[src/rtl/axi_burst_mon_pkg.sv]
package axi_burst_mon_pkg;
  localparam int NUM_CH = 4;
  typedef enum logic [1:0] {
    CH_AW = 2'd0,
    CH_W  = 2'd1,
    CH_AR = 2'd2,
    CH_R  = 2'd3
  } chan_e;
  typedef struct packed {
    logic valid;
    logic ready;
  } hs_t;
endpackage

[src/rtl/burst_len_fifo.sv]
module burst_len_fifo #(
  parameter int DEPTH = 4,
  parameter int WIDTH = 9
) (
  input  logic             clk_i,
  input  logic             rst_ni,
  input  logic             push_i,
  input  logic             pop_i,
  input  logic [WIDTH-1:0] data_i,
  output logic [WIDTH-1:0] head_o,
  output logic             empty_o,
  output logic             full_o
);
  localparam int PTR_W = (DEPTH > 1) ? $clog2(DEPTH) : 1;
  localparam int CNT_W = $clog2(DEPTH + 1);

  logic [WIDTH-1:0] mem_q [DEPTH];
  logic [PTR_W-1:0] rd_q, wr_q;
  logic [CNT_W-1:0] cnt_q;
  logic do_pop, do_push;

  function automatic logic [PTR_W-1:0] next_ptr(input logic [PTR_W-1:0] p);
    return (p == PTR_W'(DEPTH - 1)) ? '0 : p + 1'b1;
  endfunction

  assign empty_o = (cnt_q == '0);
  assign full_o  = (cnt_q == CNT_W'(DEPTH));
  assign head_o  = mem_q[rd_q];
  assign do_pop  = pop_i && !empty_o;
  assign do_push = push_i && (!full_o || do_pop);

  always_ff @(posedge clk_i or negedge rst_ni) begin
    if (!rst_ni) begin
      rd_q  <= '0;
      wr_q  <= '0;
      cnt_q <= '0;
    end else begin
      if (do_pop)  rd_q <= next_ptr(rd_q);
      if (do_push) wr_q <= next_ptr(wr_q);
      case ({do_push, do_pop})
        2'b10:   cnt_q <= cnt_q + 1'b1;
        2'b01:   cnt_q <= cnt_q - 1'b1;
        default: cnt_q <= cnt_q;
      endcase
    end
  end

  always_ff @(posedge clk_i) begin
    if (do_push) mem_q[wr_q] <= data_i;
  end
endmodule

[src/rtl/beat_tracker.sv]
module beat_tracker #(
  parameter int LEN_W     = 8,
  parameter int QDEPTH    = 4,
  parameter bit AXI4_MODE = 1'b0
) (
  input  logic             clk_i,
  input  logic             rst_ni,
  input  logic             addr_fire_i,
  input  logic [LEN_W-1:0] len_i,
  input  logic             beat_fire_i,
  input  logic             last_i,
  output logic             frame_err_o,
  output logic             len_err_o
);
  localparam int CNT_W     = LEN_W + 1;
  localparam int MAX_BEATS = AXI4_MODE ? 256 : 16;

  logic [CNT_W-1:0] beats_in, head, expect_beats, cnt_q, cnt_nxt;
  logic empty, full, have_burst, is_final, bypass_done;
  logic push, pop, overflow, orphan, bad_last;

  assign beats_in     = CNT_W'(len_i) + 1'b1;
  assign len_err_o    = addr_fire_i && (beats_in > CNT_W'(MAX_BEATS));

  // Same-cycle address serves an empty queue directly.
  assign have_burst   = !empty || addr_fire_i;
  assign expect_beats = empty ? beats_in : head;
  assign cnt_nxt      = cnt_q + 1'b1;
  assign is_final     = (cnt_nxt == expect_beats);

  assign bypass_done  = empty && addr_fire_i && beat_fire_i && is_final;
  assign pop          = beat_fire_i && !empty && is_final;
  assign push         = addr_fire_i && !bypass_done;

  assign overflow     = push && full && !pop;
  assign orphan       = beat_fire_i && !have_burst;
  assign bad_last     = beat_fire_i && have_burst && (last_i != is_final);
  assign frame_err_o  = overflow || orphan || bad_last;

  burst_len_fifo #(.DEPTH(QDEPTH), .WIDTH(CNT_W)) u_fifo (
    .clk_i  (clk_i),
    .rst_ni (rst_ni),
    .push_i (push),
    .pop_i  (pop),
    .data_i (beats_in),
    .head_o (head),
    .empty_o(empty),
    .full_o (full)
  );

  always_ff @(posedge clk_i or negedge rst_ni) begin
    if (!rst_ni) begin
      cnt_q <= '0;
    end else if (beat_fire_i && have_burst) begin
      cnt_q <= is_final ? '0 : cnt_nxt;
    end
  end
endmodule

[src/rtl/ready_watch.sv]
module ready_watch #(
  parameter int STALL_LIMIT = 5
) (
  input  logic clk_i,
  input  logic rst_ni,
  input  logic valid_i,
  input  logic ready_i,
  output logic stall_o
);
  localparam int CNT_W = $clog2(STALL_LIMIT + 1);

  logic [CNT_W-1:0] cnt_q;
  logic waiting;

  assign waiting = valid_i && !ready_i;
  assign stall_o = waiting && (cnt_q == CNT_W'(STALL_LIMIT - 1));

  // Saturates at the limit so one episode fires once.
  always_ff @(posedge clk_i or negedge rst_ni) begin
    if (!rst_ni)                                cnt_q <= '0;
    else if (!waiting)                          cnt_q <= '0;
    else if (cnt_q != CNT_W'(STALL_LIMIT))      cnt_q <= cnt_q + 1'b1;
  end
endmodule

[src/rtl/axi_burst_monitor.sv]
module axi_burst_monitor
  import axi_burst_mon_pkg::*;
#(
  parameter bit AXI4_MODE   = 1'b0,
  parameter int LEN_W       = 8,
  parameter int QDEPTH      = 4,
  parameter int STALL_LIMIT = 5
) (
  input  logic             clk_i,
  input  logic             rst_ni,
  input  logic             aw_valid_i,
  input  logic             aw_ready_i,
  input  logic [LEN_W-1:0] aw_len_i,
  input  logic             w_valid_i,
  input  logic             w_ready_i,
  input  logic             w_last_i,
  input  logic             ar_valid_i,
  input  logic             ar_ready_i,
  input  logic [LEN_W-1:0] ar_len_i,
  input  logic             r_valid_i,
  input  logic             r_ready_i,
  input  logic             r_last_i,
  output logic             wr_frame_err_o,
  output logic             rd_frame_err_o,
  output logic             len_err_o,
  output logic [3:0]       stall_err_o,
  output logic             wr_frame_pulse_o,
  output logic             rd_frame_pulse_o,
  output logic             len_pulse_o,
  output logic [3:0]       stall_pulse_o
);
  hs_t [NUM_CH-1:0] hs;
  logic [NUM_CH-1:0] stall_evt;
  logic wr_frame_evt, rd_frame_evt, wr_len_evt, rd_len_evt;

  assign hs[CH_AW] = '{valid: aw_valid_i, ready: aw_ready_i};
  assign hs[CH_W]  = '{valid: w_valid_i,  ready: w_ready_i};
  assign hs[CH_AR] = '{valid: ar_valid_i, ready: ar_ready_i};
  assign hs[CH_R]  = '{valid: r_valid_i,  ready: r_ready_i};

  beat_tracker #(.LEN_W(LEN_W), .QDEPTH(QDEPTH), .AXI4_MODE(AXI4_MODE)) u_wr (
    .clk_i      (clk_i),
    .rst_ni     (rst_ni),
    .addr_fire_i(aw_valid_i && aw_ready_i),
    .len_i      (aw_len_i),
    .beat_fire_i(w_valid_i && w_ready_i),
    .last_i     (w_last_i),
    .frame_err_o(wr_frame_evt),
    .len_err_o  (wr_len_evt)
  );

  beat_tracker #(.LEN_W(LEN_W), .QDEPTH(QDEPTH), .AXI4_MODE(AXI4_MODE)) u_rd (
    .clk_i      (clk_i),
    .rst_ni     (rst_ni),
    .addr_fire_i(ar_valid_i && ar_ready_i),
    .len_i      (ar_len_i),
    .beat_fire_i(r_valid_i && r_ready_i),
    .last_i     (r_last_i),
    .frame_err_o(rd_frame_evt),
    .len_err_o  (rd_len_evt)
  );

  for (genvar c = 0; c < NUM_CH; c++) begin : g_watch
    ready_watch #(.STALL_LIMIT(STALL_LIMIT)) u_watch (
      .clk_i  (clk_i),
      .rst_ni (rst_ni),
      .valid_i(hs[c].valid),
      .ready_i(hs[c].ready),
      .stall_o(stall_evt[c])
    );
  end

  always_ff @(posedge clk_i or negedge rst_ni) begin
    if (!rst_ni) begin
      wr_frame_pulse_o <= 1'b0;
      rd_frame_pulse_o <= 1'b0;
      len_pulse_o      <= 1'b0;
      stall_pulse_o    <= '0;
      wr_frame_err_o   <= 1'b0;
      rd_frame_err_o   <= 1'b0;
      len_err_o        <= 1'b0;
      stall_err_o      <= '0;
    end else begin
      wr_frame_pulse_o <= wr_frame_evt;
      rd_frame_pulse_o <= rd_frame_evt;
      len_pulse_o      <= wr_len_evt || rd_len_evt;
      stall_pulse_o    <= stall_evt;
      wr_frame_err_o   <= wr_frame_err_o || wr_frame_evt;
      rd_frame_err_o   <= rd_frame_err_o || rd_frame_evt;
      len_err_o        <= len_err_o || wr_len_evt || rd_len_evt;
      stall_err_o      <= stall_err_o | stall_evt;
    end
  end
endmodule

[config.mk]
export PLATFORM = sky130hd
export DESIGN_NAME = axi_burst_monitor
export DESIGN_NICKNAME = d
export VERILOG_FILES = /design/src/rtl/axi_burst_mon_pkg.sv /design/src/rtl/burst_len_fifo.sv /design/src/rtl/beat_tracker.sv /design/src/rtl/ready_watch.sv /design/src/rtl/axi_burst_monitor.sv
export SDC_FILE = /design/constraint.sdc
export NUM_CORES = 1
export LEC_CHECK = 0
export BUFFER_PORTS_ARGS = -buffer_cell sky130_fd_sc_hd__buf_2
export CAP_MARGIN = 20
export CORE_MARGIN = 2
export CORE_UTILIZATION = 40
export CTS_CLUSTER_SIZE = 8
export DETAILED_ROUTE_END_ITERATION = 10
export GPL_TIMING_DRIVEN = 0
export PLACE_DENSITY = 0.62
export SYNTH_ARGS = -nofsm -noshare
export SYNTH_HDL_FRONTEND = slang
export SYNTH_SLANG_ARGS = --single-unit
[constraint.sdc]
create_clock -name clk_i -period 4.05 [get_ports clk_i]
set_clock_uncertainty 0.05 [all_clocks]
set_input_delay 0.81 -clock clk_i [delete_from_list [all_inputs] [get_ports clk_i]]
set_output_delay 0.81 -clock clk_i [all_outputs]
set_load 0.005 [all_outputs]
After elaboration in Yosys (flattened, before gate mapping)
Memories as Yosys holds them, arrays and structs flattened. Index checks and enable logic that the tools add are counted.

Add/sub/neg operators: 16. $lt $le $gt $ge: 2. Equal/unequal tests: 26. Mux-type cells: 22. Bitwise operators: 1. Reductions and logical operators: 71.

Operators with widths (count): $logic_and 1x1->1 (40); $mux 9 (4); $mux 3 (8); $add 3x1->3 const B (6); $add 8x1->9 const B (2); $add 9x1->9 const B (2); $eq 3x3->1 const B (6); $eq 9x9->1 (2); $gt 9x5->1 const B (2); $logic_not 1->1 (14); $logic_or 1x1->1 (13); $eq 2x2->1 const B (6); $ne 3x3->1 const B (4); $pmux 3 s2 (2); $add 2x1->2 const B (4); $mux 2 (4); $ne 2x2->1 const B (4); $logic_not 3->1 (2); $sub 3x1->3 const B (2); $eq 2x1->1 const B (2); $mux 1 (4); $or 4x4->4 (1); $reduce_bool 2->1 (2); $ne 1x1->1 (2).

Register bits after elaboration: 58. RAM bits: 72. Input port bits: 28. Output and inout bits: 14. Logic and storage cells: 160. Memories: 2.

Memories: u_rd.u_fifo.mem_q (words 4, width 9, read ports 1, clocked after memory_dff 0, wr ports 1, line burst_len_fifo.sv:17) `logic [WIDTH-1:0] mem_q [DEPTH];`; u_wr.u_fifo.mem_q (words 4, width 9, read ports 1, clocked after memory_dff 0, wr ports 1, line burst_len_fifo.sv:17).

Logic depth before layout (Yosys ltp)
Gate-level depths: netlist (run 1).

Depth in word-level cells: 11. Gate-level depth with buffers: 14. Depth with buffers taken out: 13.

Hierarchy
A second synthesis (run 1) with hierarchy kept.

Cell total of the unflattened synthesis: 552. Area, all modules: 6796.5 um2.

By module, submodules not included: burst_len_fifo (instances 2, cells each 95, area an instance 1811.7 um2); beat_tracker (instances 2, cells each 128, area an instance 985.9 um2); ready_watch (instances 4, cells each 20, area an instance 193.9 um2); axi_burst_monitor (instances 1, cells each 26, area an instance 425.4 um2).

Worst setup path after synthesis (run 1)
Ideal clock, no wire load.

Path type: input-to-reg. Start point: input aw_len_i[0]. End point: register u_wr.u_fifo.cnt_q[2]. Setup time: 132 ps. Arrival time: 3408 ps. Required time: 3868 ps. Path slack: 460 ps. Cell stages on the path: 11. Buffers on the path: 0. Cell sequence: ha_1 > nand2_1 > or4_4 > o211ai_2 > nand4_2 > nor4_4 > nand4_1 > or3_1 > fa_1 > nor4b_1 > o21ai_0.

Longest elaborated chain between the ends: 9. Elaborated cells between the ends (all ways): 14. Those cells by class: 1 x add/sub; 3 x eq/ne; 2 x mux; 8 x reduce/logical.

RTL lines: from (decl) (line axi_burst_monitor.sv:13) `input logic [LEN_W-1:0] aw_len_i,`; $add 8x1->9 * (line beat_tracker.sv:22) `assign beats_in = CNT_W'(len_i) + 1'b1;`; $mux 9 * (line beat_tracker.sv:27) `assign expect_beats = empty ? beats_in : head;`; $eq 9x9->1 * (line beat_tracker.sv:29) `assign is_final = (cnt_nxt == expect_beats);`; $logic_and 1x1->1, on equally long branches (line beat_tracker.sv:31, beat_tracker.sv:32); $logic_not 1->1 or $logic_and 1x1->1 (tied branches) (line beat_tracker.sv:33, burst_len_fifo.sv:29); $logic_and 1x1->1 or $logic_or 1x1->1 (tied branches) (line beat_tracker.sv:33, burst_len_fifo.sv:30); $logic_and 1x1->1 (line burst_len_fifo.sv:30) `assign do_push = push_i && (!full_o || do_pop);`; $eq 2x1->1 or $eq 2x2->1 (tied branches) (line burst_len_fifo.sv:40) `case ({do_push, do_pop})`; $pmux 3 s2 or $reduce_bool 2->1 (tied branches); to (signal assigned) (line burst_len_fifo.sv:41) `2'b10: cnt_q <= cnt_q + 1'b1;`; to (signal assigned) (line burst_len_fifo.sv:42) `2'b01: cnt_q <= cnt_q - 1'b1;`; to (signal assigned) (line burst_len_fifo.sv:43) `default: cnt_q <= cnt_q;`; to (decl) (line burst_len_fifo.sv:19) `logic [CNT_W-1:0] cnt_q;`.

Every way passes the cells marked *; elsewhere a longest branch is shown, timed or not. A chain may end at the register's enable or synchronous reset.

Final worst setup path (run 1)
Start point: input ar_len_i[0]. End point: register u_rd.u_fifo.cnt_q[2].

Longest elaborated chain between the ends: 9. Elaborated cells between the ends (all ways): 14. Those cells by class: 1 x add/sub; 3 x eq/ne; 2 x mux; 8 x reduce/logical.

RTL lines: from (decl) (line axi_burst_monitor.sv:19) `input logic [LEN_W-1:0] ar_len_i,`; $add 8x1->9 * (line beat_tracker.sv:22); $mux 9 * (line beat_tracker.sv:27); $eq 9x9->1 * (line beat_tracker.sv:29); $logic_and 1x1->1, on equally long branches (line beat_tracker.sv:31, beat_tracker.sv:32); $logic_not 1->1 or $logic_and 1x1->1 (tied branches) (line beat_tracker.sv:33, burst_len_fifo.sv:29); $logic_and 1x1->1 or $logic_or 1x1->1 (tied branches) (line beat_tracker.sv:33, burst_len_fifo.sv:30); $logic_and 1x1->1 (line burst_len_fifo.sv:30); $eq 2x1->1 or $eq 2x2->1 (tied branches) (line burst_len_fifo.sv:40); $pmux 3 s2 or $reduce_bool 2->1 (tied branches); to (signal assigned) (line burst_len_fifo.sv:41); to (signal assigned) (line burst_len_fifo.sv:42); to (signal assigned) (line burst_len_fifo.sv:43); to (decl) (line burst_len_fifo.sv:19).

Marks and branches as above.

==> impl_metrics.yaml, run 1 <==
power:
  ir_worst_vdd_uv: 243.5
  p_leak_nw: 3.207
  seq_power_share_pct: 38.2
  combinationalPowerShare_pct: 26.0
  power_w: 0.004573
  power.switching_w: 0.001443
  switching_share_pct: 31.55
  p_clk_share_pct: 35.8
  power_density_nw_per_um2: 567.0
  p_int_w: 0.003130
setup_path:
  cp-start-kind: "input pin"
  required_ps: 4290
  path_class: "in2reg"
  crit_fanout: 9
  cp-end-kind: "flop"
  arrival_ps: 4080
yosys:
  synthArstFlopShare_pct: 44.62
  yosys-mux-area-fraction_pct: 8.659
  avgSynthCellArea_um2: 11.73
  synth_edf_count: 72
  synth-adder-area-share_pct: 5.652
  syn_area_um2: 6907
  syn-num-nets: 647
  synth_flop_cell: "edfxtp_1"
  syn_inst: 589
  synth_compound_area_share_pct: 10.24
  yosysWarnings: 0
  synth_top_family_by_area: "simple AND/OR/NAND/NOR gates"
  synth_xor_area_share_pct: 5.072
  ys_seq_area_share_pct: 52.32
  synth_simple_gate_area_share_pct: 15.04
  synth.distinct_cells: 62
  ys_ff_latch: 130
global_route:
  grt_overflow: 0
  track_usage_pct: 16.43
  grt_max_degree: 38
  grt_pass1_vias: 4858
  antenna_found_initial: 0
  grt_pass1_wl_um: 23320
timing:
  slew_violations: 0
  final.period_utilization_pct: 94.63
  worst_slack_ps: 217.5
  rsz0062_at_grt: "no"
  post-route-min-period_ps: 3832
  finalHoldViolCount: 0
  setup_violations: 0
  slew_headroom_pct: 57.80
  worst_pin_slew_ps: 615.4
  max_freq_mhz: 260.9
route:
  drc_errors: 0
  avgViaCountPerCell: 5.481
  wirelength_um: 14470
  drt-initial-drc-count: 388
  firstDrtPassIters: 5
  avgRoutedWirePerCell_um: 16.31
  vias: 4862
  postRouteAntennaNets: 0
die:
  rows: 48
  design.die.area_um2: 18330
  initial_core_util_pct: 40.35
  chipHeight_um: 135.4
  core_um2: 17120
  io_pins: 42
  die_w_um: 135.4
outcome:
  status: "finished clean"
place:
  port_buffers: 41
  dp_hpwl_um: 9971
  routabilityCongestion: 0.9042
  place_worst_setup_slack_ps: -202.7
  dpl_cell_area_um2: 7413
cts:
  clock_latency_ps: 420
  clockRootBuffer: "clkbuf_16"
  cts.path.max_buffers: 2
  path_clk_slew_ps: 60
  holdBufCountCts: 0
  cts_buffers: 17
  clock_sinks: 130
  cts_tree: "built"
  htree_levels: 4
finish:
  nets: 708
  post-route-util_pct: 47.11
  drive_gt1_share_pct: 19.18
  diodes: 0
  final_area_um2: 8064
  syn_to_final_growth_pct: 16.76
worst_hold_path:
  hold_path_class: "in2async"
job:
  cap_violations: 0
what timing repair did:
item | CTS | global route
endpoints found under the setup margin | 0 | 38
setup buffers | 0 | 0
resized for setup | 0 | 8
per-layer routing:
metal | track usage, % | vias up | part of all wire [%]
met3 | 3.966 | 26 | 4.3
met5 | 0 | - | 0
li1 | - | 2309 | -
met4 | 7.523 | 0 | 1.9
met2 | 26.65 | 135 | 48
met1 | 20.91 | 2392 | 46
worst max-delay path, cell delays in order:
cell	delay [ps]
buf_2	150
ha_1	260
xnor2_1	380
o21ai_0	160
a21o_1	220
a211oi_1	210
o32a_1	280
and4_1	200
buf_2	210
nand3_1	150
fa_1	470
nor2_1	130
a221oi_1	80
or3_1	370
synth_stat cells, types with 5 or more instances:
master	count	area share, %
dfrtp_1	58	21
mux4_2	18	5.9
nand2_1	50	2.7
ha_1	28	5.1
inv_1	34	1.8
and4_1	5	0.63
or3_1	9	0.82
xnor2_1	28	3.6
and2_1	9	0.82
edfxtp_1	72	31
nand2b_1	5	0.45
nor2_1	33	1.8
and3_1	15	1.4
a21oi_1	16	1.2
nand4_1	7	0.63
clkbuf_1	8	0.43
a22o_1	9	1.1
o31ai_1	5	0.54
nand3_1	20	1.4
xor2_1	12	1.5
nor2b_1	8	0.72
buf_2	5	0.36
mux2i_1	8	1.2
nor3_1	12	0.87
o21ai_0	35	2.5
or2_2	6	0.54
mux2_2	10	1.6
a31oi_1	11	1.0
registers in the layout, summed over array words and instances (netlist names), 2 cells and up:
register and flops:
u_rd.u_fifo.cnt_q 3, u_rd.u_fifo.rd_q 2, u_wr.u_fifo.rd_q 2, stall_pulse_o 4, u_wr.u_fifo.cnt_q 3, u_wr.u_fifo.mem_q 36
g_watch.u_watch.cnt_q 12, u_rd.u_fifo.wr_q 2, u_wr.cnt_q 9, u_rd.cnt_q 9, u_rd.u_fifo.mem_q 36, u_wr.u_fifo.wr_q 2
stall_err_o 4
power by group through the flow:
stage	clock, W	sequential [W]	combinational (W)
finish	0.00164	0.00175	0.00119
global route	0.00173	0.00177	0.00133
CTS	0.00167	0.00174	0.00118
detailed placement	0	0.00177	0.00117
global placement	0	0.00175	0.00112
floorplan	0	0.00173	0.000893
cells by family after synthesis:
group                    after synthesis
XOR/XNOR                              40
AND/OR/NAND/NOR                      195
adder cells (fa/ha/maj)               30
flip-flops                           130
multiplexers                          36
buffers and inverters                 50
AO/OA/AOI/OAI                        108
per-stage QoR:
step | instances | hold WS (ps) | setup TNS (ps)
2_1_floorplan | 589 | 414.9 | 0
3_3_place_gp | 855 | 396.2 | -2377
3_5_place_dp | 856 | 401.3 | -9470
4_1_cts | 887 | 360.1 | 0
5_1_grt | 887 | 380.1 | 0
6_report | 887 | 343.1 | 0
placed cells by master, fill, tap and decap left out, types with 5 or more instances in the layout:
| cell | netlist | layout |
|---|---|---|
| inv_1 | 34 | 34 |
| inv_6 | 0 | 5 |
| nor2_1 | 33 | 33 |
| a21oi_1 | 16 | 16 |
| or2_2 | 6 | 6 |
| nor2b_1 | 8 | 8 |
| nand2_1 | 50 | 50 |
| nor3_1 | 12 | 11 |
| ha_1 | 28 | 28 |
| and4_1 | 5 | 5 |
| clkbuf_16 | 0 | 17 |
| a31oi_1 | 11 | 11 |
| and2_1 | 9 | 9 |
| nand4_1 | 7 | 7 |
| mux2_2 | 10 | 10 |
| and3_1 | 15 | 15 |
| clkbuf_1 | 8 | 7 |
| buf_2 | 5 | 45 |
| o31ai_1 | 5 | 5 |
| a22o_1 | 9 | 9 |
| edfxtp_1 | 72 | 72 |
| nand2b_1 | 5 | 5 |
| xnor2_1 | 28 | 28 |
| mux2i_1 | 8 | 6 |
| mux4_2 | 18 | 18 |
| or3_1 | 9 | 9 |
| o21ai_0 | 35 | 34 |
| dfrtp_1 | 58 | 58 |
| xor2_1 | 12 | 12 |
| nand3_1 | 20 | 20 |
final timing paths:
check / startpoint / to / slack (ps) / cells after the start
worst max-delay path: ar_len_i[0] / u_rd.u_fifo.cnt_q[2] / 220 / 14
worst min-delay path: rst_ni / u_wr.u_fifo.wr_q[1] / 340 / 1
worst max register to register: u_wr.u_fifo.rd_q[1] / u_wr.u_fifo.cnt_q[2] / 250 / 11
worst min register to register: stall_err_o[1] / stall_err_o[1] / 410 / 1
max in group asynchronous: rst_ni / rd_frame_err_o / 2980 / 2
min in group clk_i: stall_err_o[1] / stall_err_o[1] / 410 / 1
layout make-up:
| type | instances | area [um^2] |
|---|---|---|
| fillers | 1508 | 9052 |
| flip-flops and latches | 130 | 3613 |
| multi-input cells | 409 | 3103 |
| clock buffers | 17 | 425.4 |
| well taps | 225 | 281.5 |
| repair buffers | 42 | 225.2 |
| clock inverters | 14 | 202.7 |
| inverters | 34 | 127.6 |
| plain buffers | 16 | 85.08 |
No activity file was read; power rests on OpenSTA's default activity.
==> run 2, diff against run 1 <==
Clock period 4.05 ns to 3.98 ns, I/O delays scaled along.
==> run 2 against run 1 <==
Against the previous run: power is 1.9% higher; via count about the same; worst hold slack worse by 9.6 ps; critical endpoint is now u_wr.u_fifo.cnt_q[2]; highest routed layer unchanged.
==> impl_metrics.yaml, run 2 (synthesized netlist as in run 1, its figures left out) <==
place:
  port_buffers: 41
  dp_hpwl_um: 9971
  routabilityCongestion: 0.9042
  dp.cells: 856
  place_worst_setup_slack_ps: -258.7
die:
  io_pins: 42
  chipHeight_um: 135.4
  die_w_um: 135.4
  initial_core_util_pct: 40.35
  design.die.area_um2: 18330
  core_um2: 17120
  rows: 48
cts:
  cts_buffers: 17
  path_clk_slew_ps: 60
  clock_latency_ps: 420
  clockRootBuffer: "clkbuf_16"
  htree_levels: 4
  clock_sinks: 130
  holdBufCountCts: 0
  cts.path.max_buffers: 2
  cts_tree: "built"
timing:
  holdWs_ps: 333.5
  final.period_utilization_pct: 93.79
  max_freq_mhz: 267.9
  rsz0062_at_grt: "yes"
  setup_violations: 0
  worst_pin_slew_ps: 609.7
  fin_tns_setup_ps: 0
  worst_slack_ps: 247.0
  slew_violations: 0
  post-route-min-period_ps: 3733
  finalHoldViolCount: 0
  slew_headroom_pct: 58.19
finish:
  instances_no_fill: 887
  n_fill_cell: 1502
  nets: 708
  layout_common_cells: "edfxtp_1 (72), dfrtp_1 (58), nand2_1 (50)"
  final_common_cell: "edfxtp_1"
  syn_to_final_growth_pct: 17.21
  post-route-util_pct: 47.30
  diodes: 0
  largestRegisters: "u_rd.u_fifo.mem_q: 36 flops, u_wr.u_fifo.mem_q: 36 flops, g_watch.u_watch.cnt_q: 12 flops"
  drive_gt1_share_pct: 19.64
power:
  ir_worst_vdd_uv: 247.8
  p_leak_nw: 3.219
  power_density_nw_per_um2: 575.8
setup_path:
  cp_common_cell: "mux2i_1"
  arrival_ps: 3980
  required_ps: 4230
  cp-end-kind: "flop"
  critical_path.cell_chain: "or3_4 -> clkbuf_1 -> mux2i_4 -> mux2i_1 -> mux2i_1 -> mux2i_2 -> nand4_1 -> or3_1 -> fa_1 -> nor4b_1 -> o21ai_0"
  path_class: "reg2reg"
  slowest_delay_ps: 490
  cp_slowest_cell: "dfrtp_1"
  cp-start-kind: "flop"
  crit_fanout: 10
  ff2ff_setup_slack_ps: 250
route:
  postRouteAntennaNets: 0
  drc_errors: 0
  firstDrtPassIters: 5
  drt-initial-drc-count: 418
  wirelength_um: 14510
  vias: 4863
  avgRoutedWirePerCell_um: 16.36
  avgViaCountPerCell: 5.483
global_route:
  use_met2_pct: 26.65
  met1_usage_pct: 20.93
  grt_pass1_wl_um: 23310
  grt_busiest_layer: "met2"
  grtUsageMet3_pct: 3.966
  grt_overflow: 0
  antenna_found_initial: 0
  grt_pass1_vias: 4858
  track_usage_pct: 16.44
  grt_max_degree: 38
outcome:
  status: "finished clean"
worst_hold_path:
  hold_path_class: "in2async"
job:
  cap_violations: 0
[run 2: worst max-delay path, delay by kind of cell (launching register included)]
family                   cells  cell delay [ps]
multiplexers                 4             1080
AO/OA/AOI/OAI                1              120
AND/OR/NAND/NOR              4              990
adder cells (fa/ha/maj)      1              430
buffers and inverters        1              450
flip-flops                   1              490
[run 2: what timing repair did]
item	CTS	global route
resized for setup	1	13
buffers inserted	0	0
hold endpoints to repair	0	0
pin swaps	0	1
setup endpoints to repair	21	38
[run 2: final timing paths]
kind                                           start              endpoint  cells past startpoint
worst max-delay path            u_wr.u_fifo.cnt_q[0]  u_wr.u_fifo.cnt_q[2]                     11
worst min-delay path                          rst_ni   u_wr.u_fifo.wr_q[1]                      1
worst max register to register  u_wr.u_fifo.cnt_q[0]  u_wr.u_fifo.cnt_q[2]                     11
worst min register to register        stall_err_o[1]        stall_err_o[1]                      1
max in group asynchronous                     rst_ni        rd_frame_err_o                      2
min in group clk_i                    stall_err_o[1]        stall_err_o[1]                      1
[run 2: through the flow]
step / total power (W) / area [um^2]
6_report: 0.004662 / 8095
5_1_grt: 0.004926 / 8095
4_1_cts: 0.004672 / 8045
3_5_place_dp: 0.002987 / 7413
3_3_place_gp: 0.002926 / 7393
2_1_floorplan: 0.002668 / 6907
[run 2: report_power, final]
part	switching, W	total (W)	internal [W]
clock network	0.000611	0.00167	0.00105
registers	0.000150	0.00178	0.00163
logic	0.000711	0.00122	0.000507
total	0.00147	0.00466	0.00319
[run 2: layer usage]
metal / up-vias / part of all wire [%]
met5: - / 0
met4: 0 / 1.8
met3: 29 / 4.6
met2: 122 / 49
met1: 2402 / 45
li1: 2310 / -
[run 2: area by class of cell]
type                            count  area (um^2)  share of cell area (%)
Clock inverter                     14        202.7                   2.504
Sequential cell                   130         3613                   44.64
Multi-Input combinational cell    409         3133                   38.70
Clock buffer                       17        425.4                   5.255
Timing Repair Buffer               42        225.2                   2.782
Tap cell                          225        281.5                   3.478
Buffer                             16        86.33                   1.066
Inverter                           34        127.6                   1.577
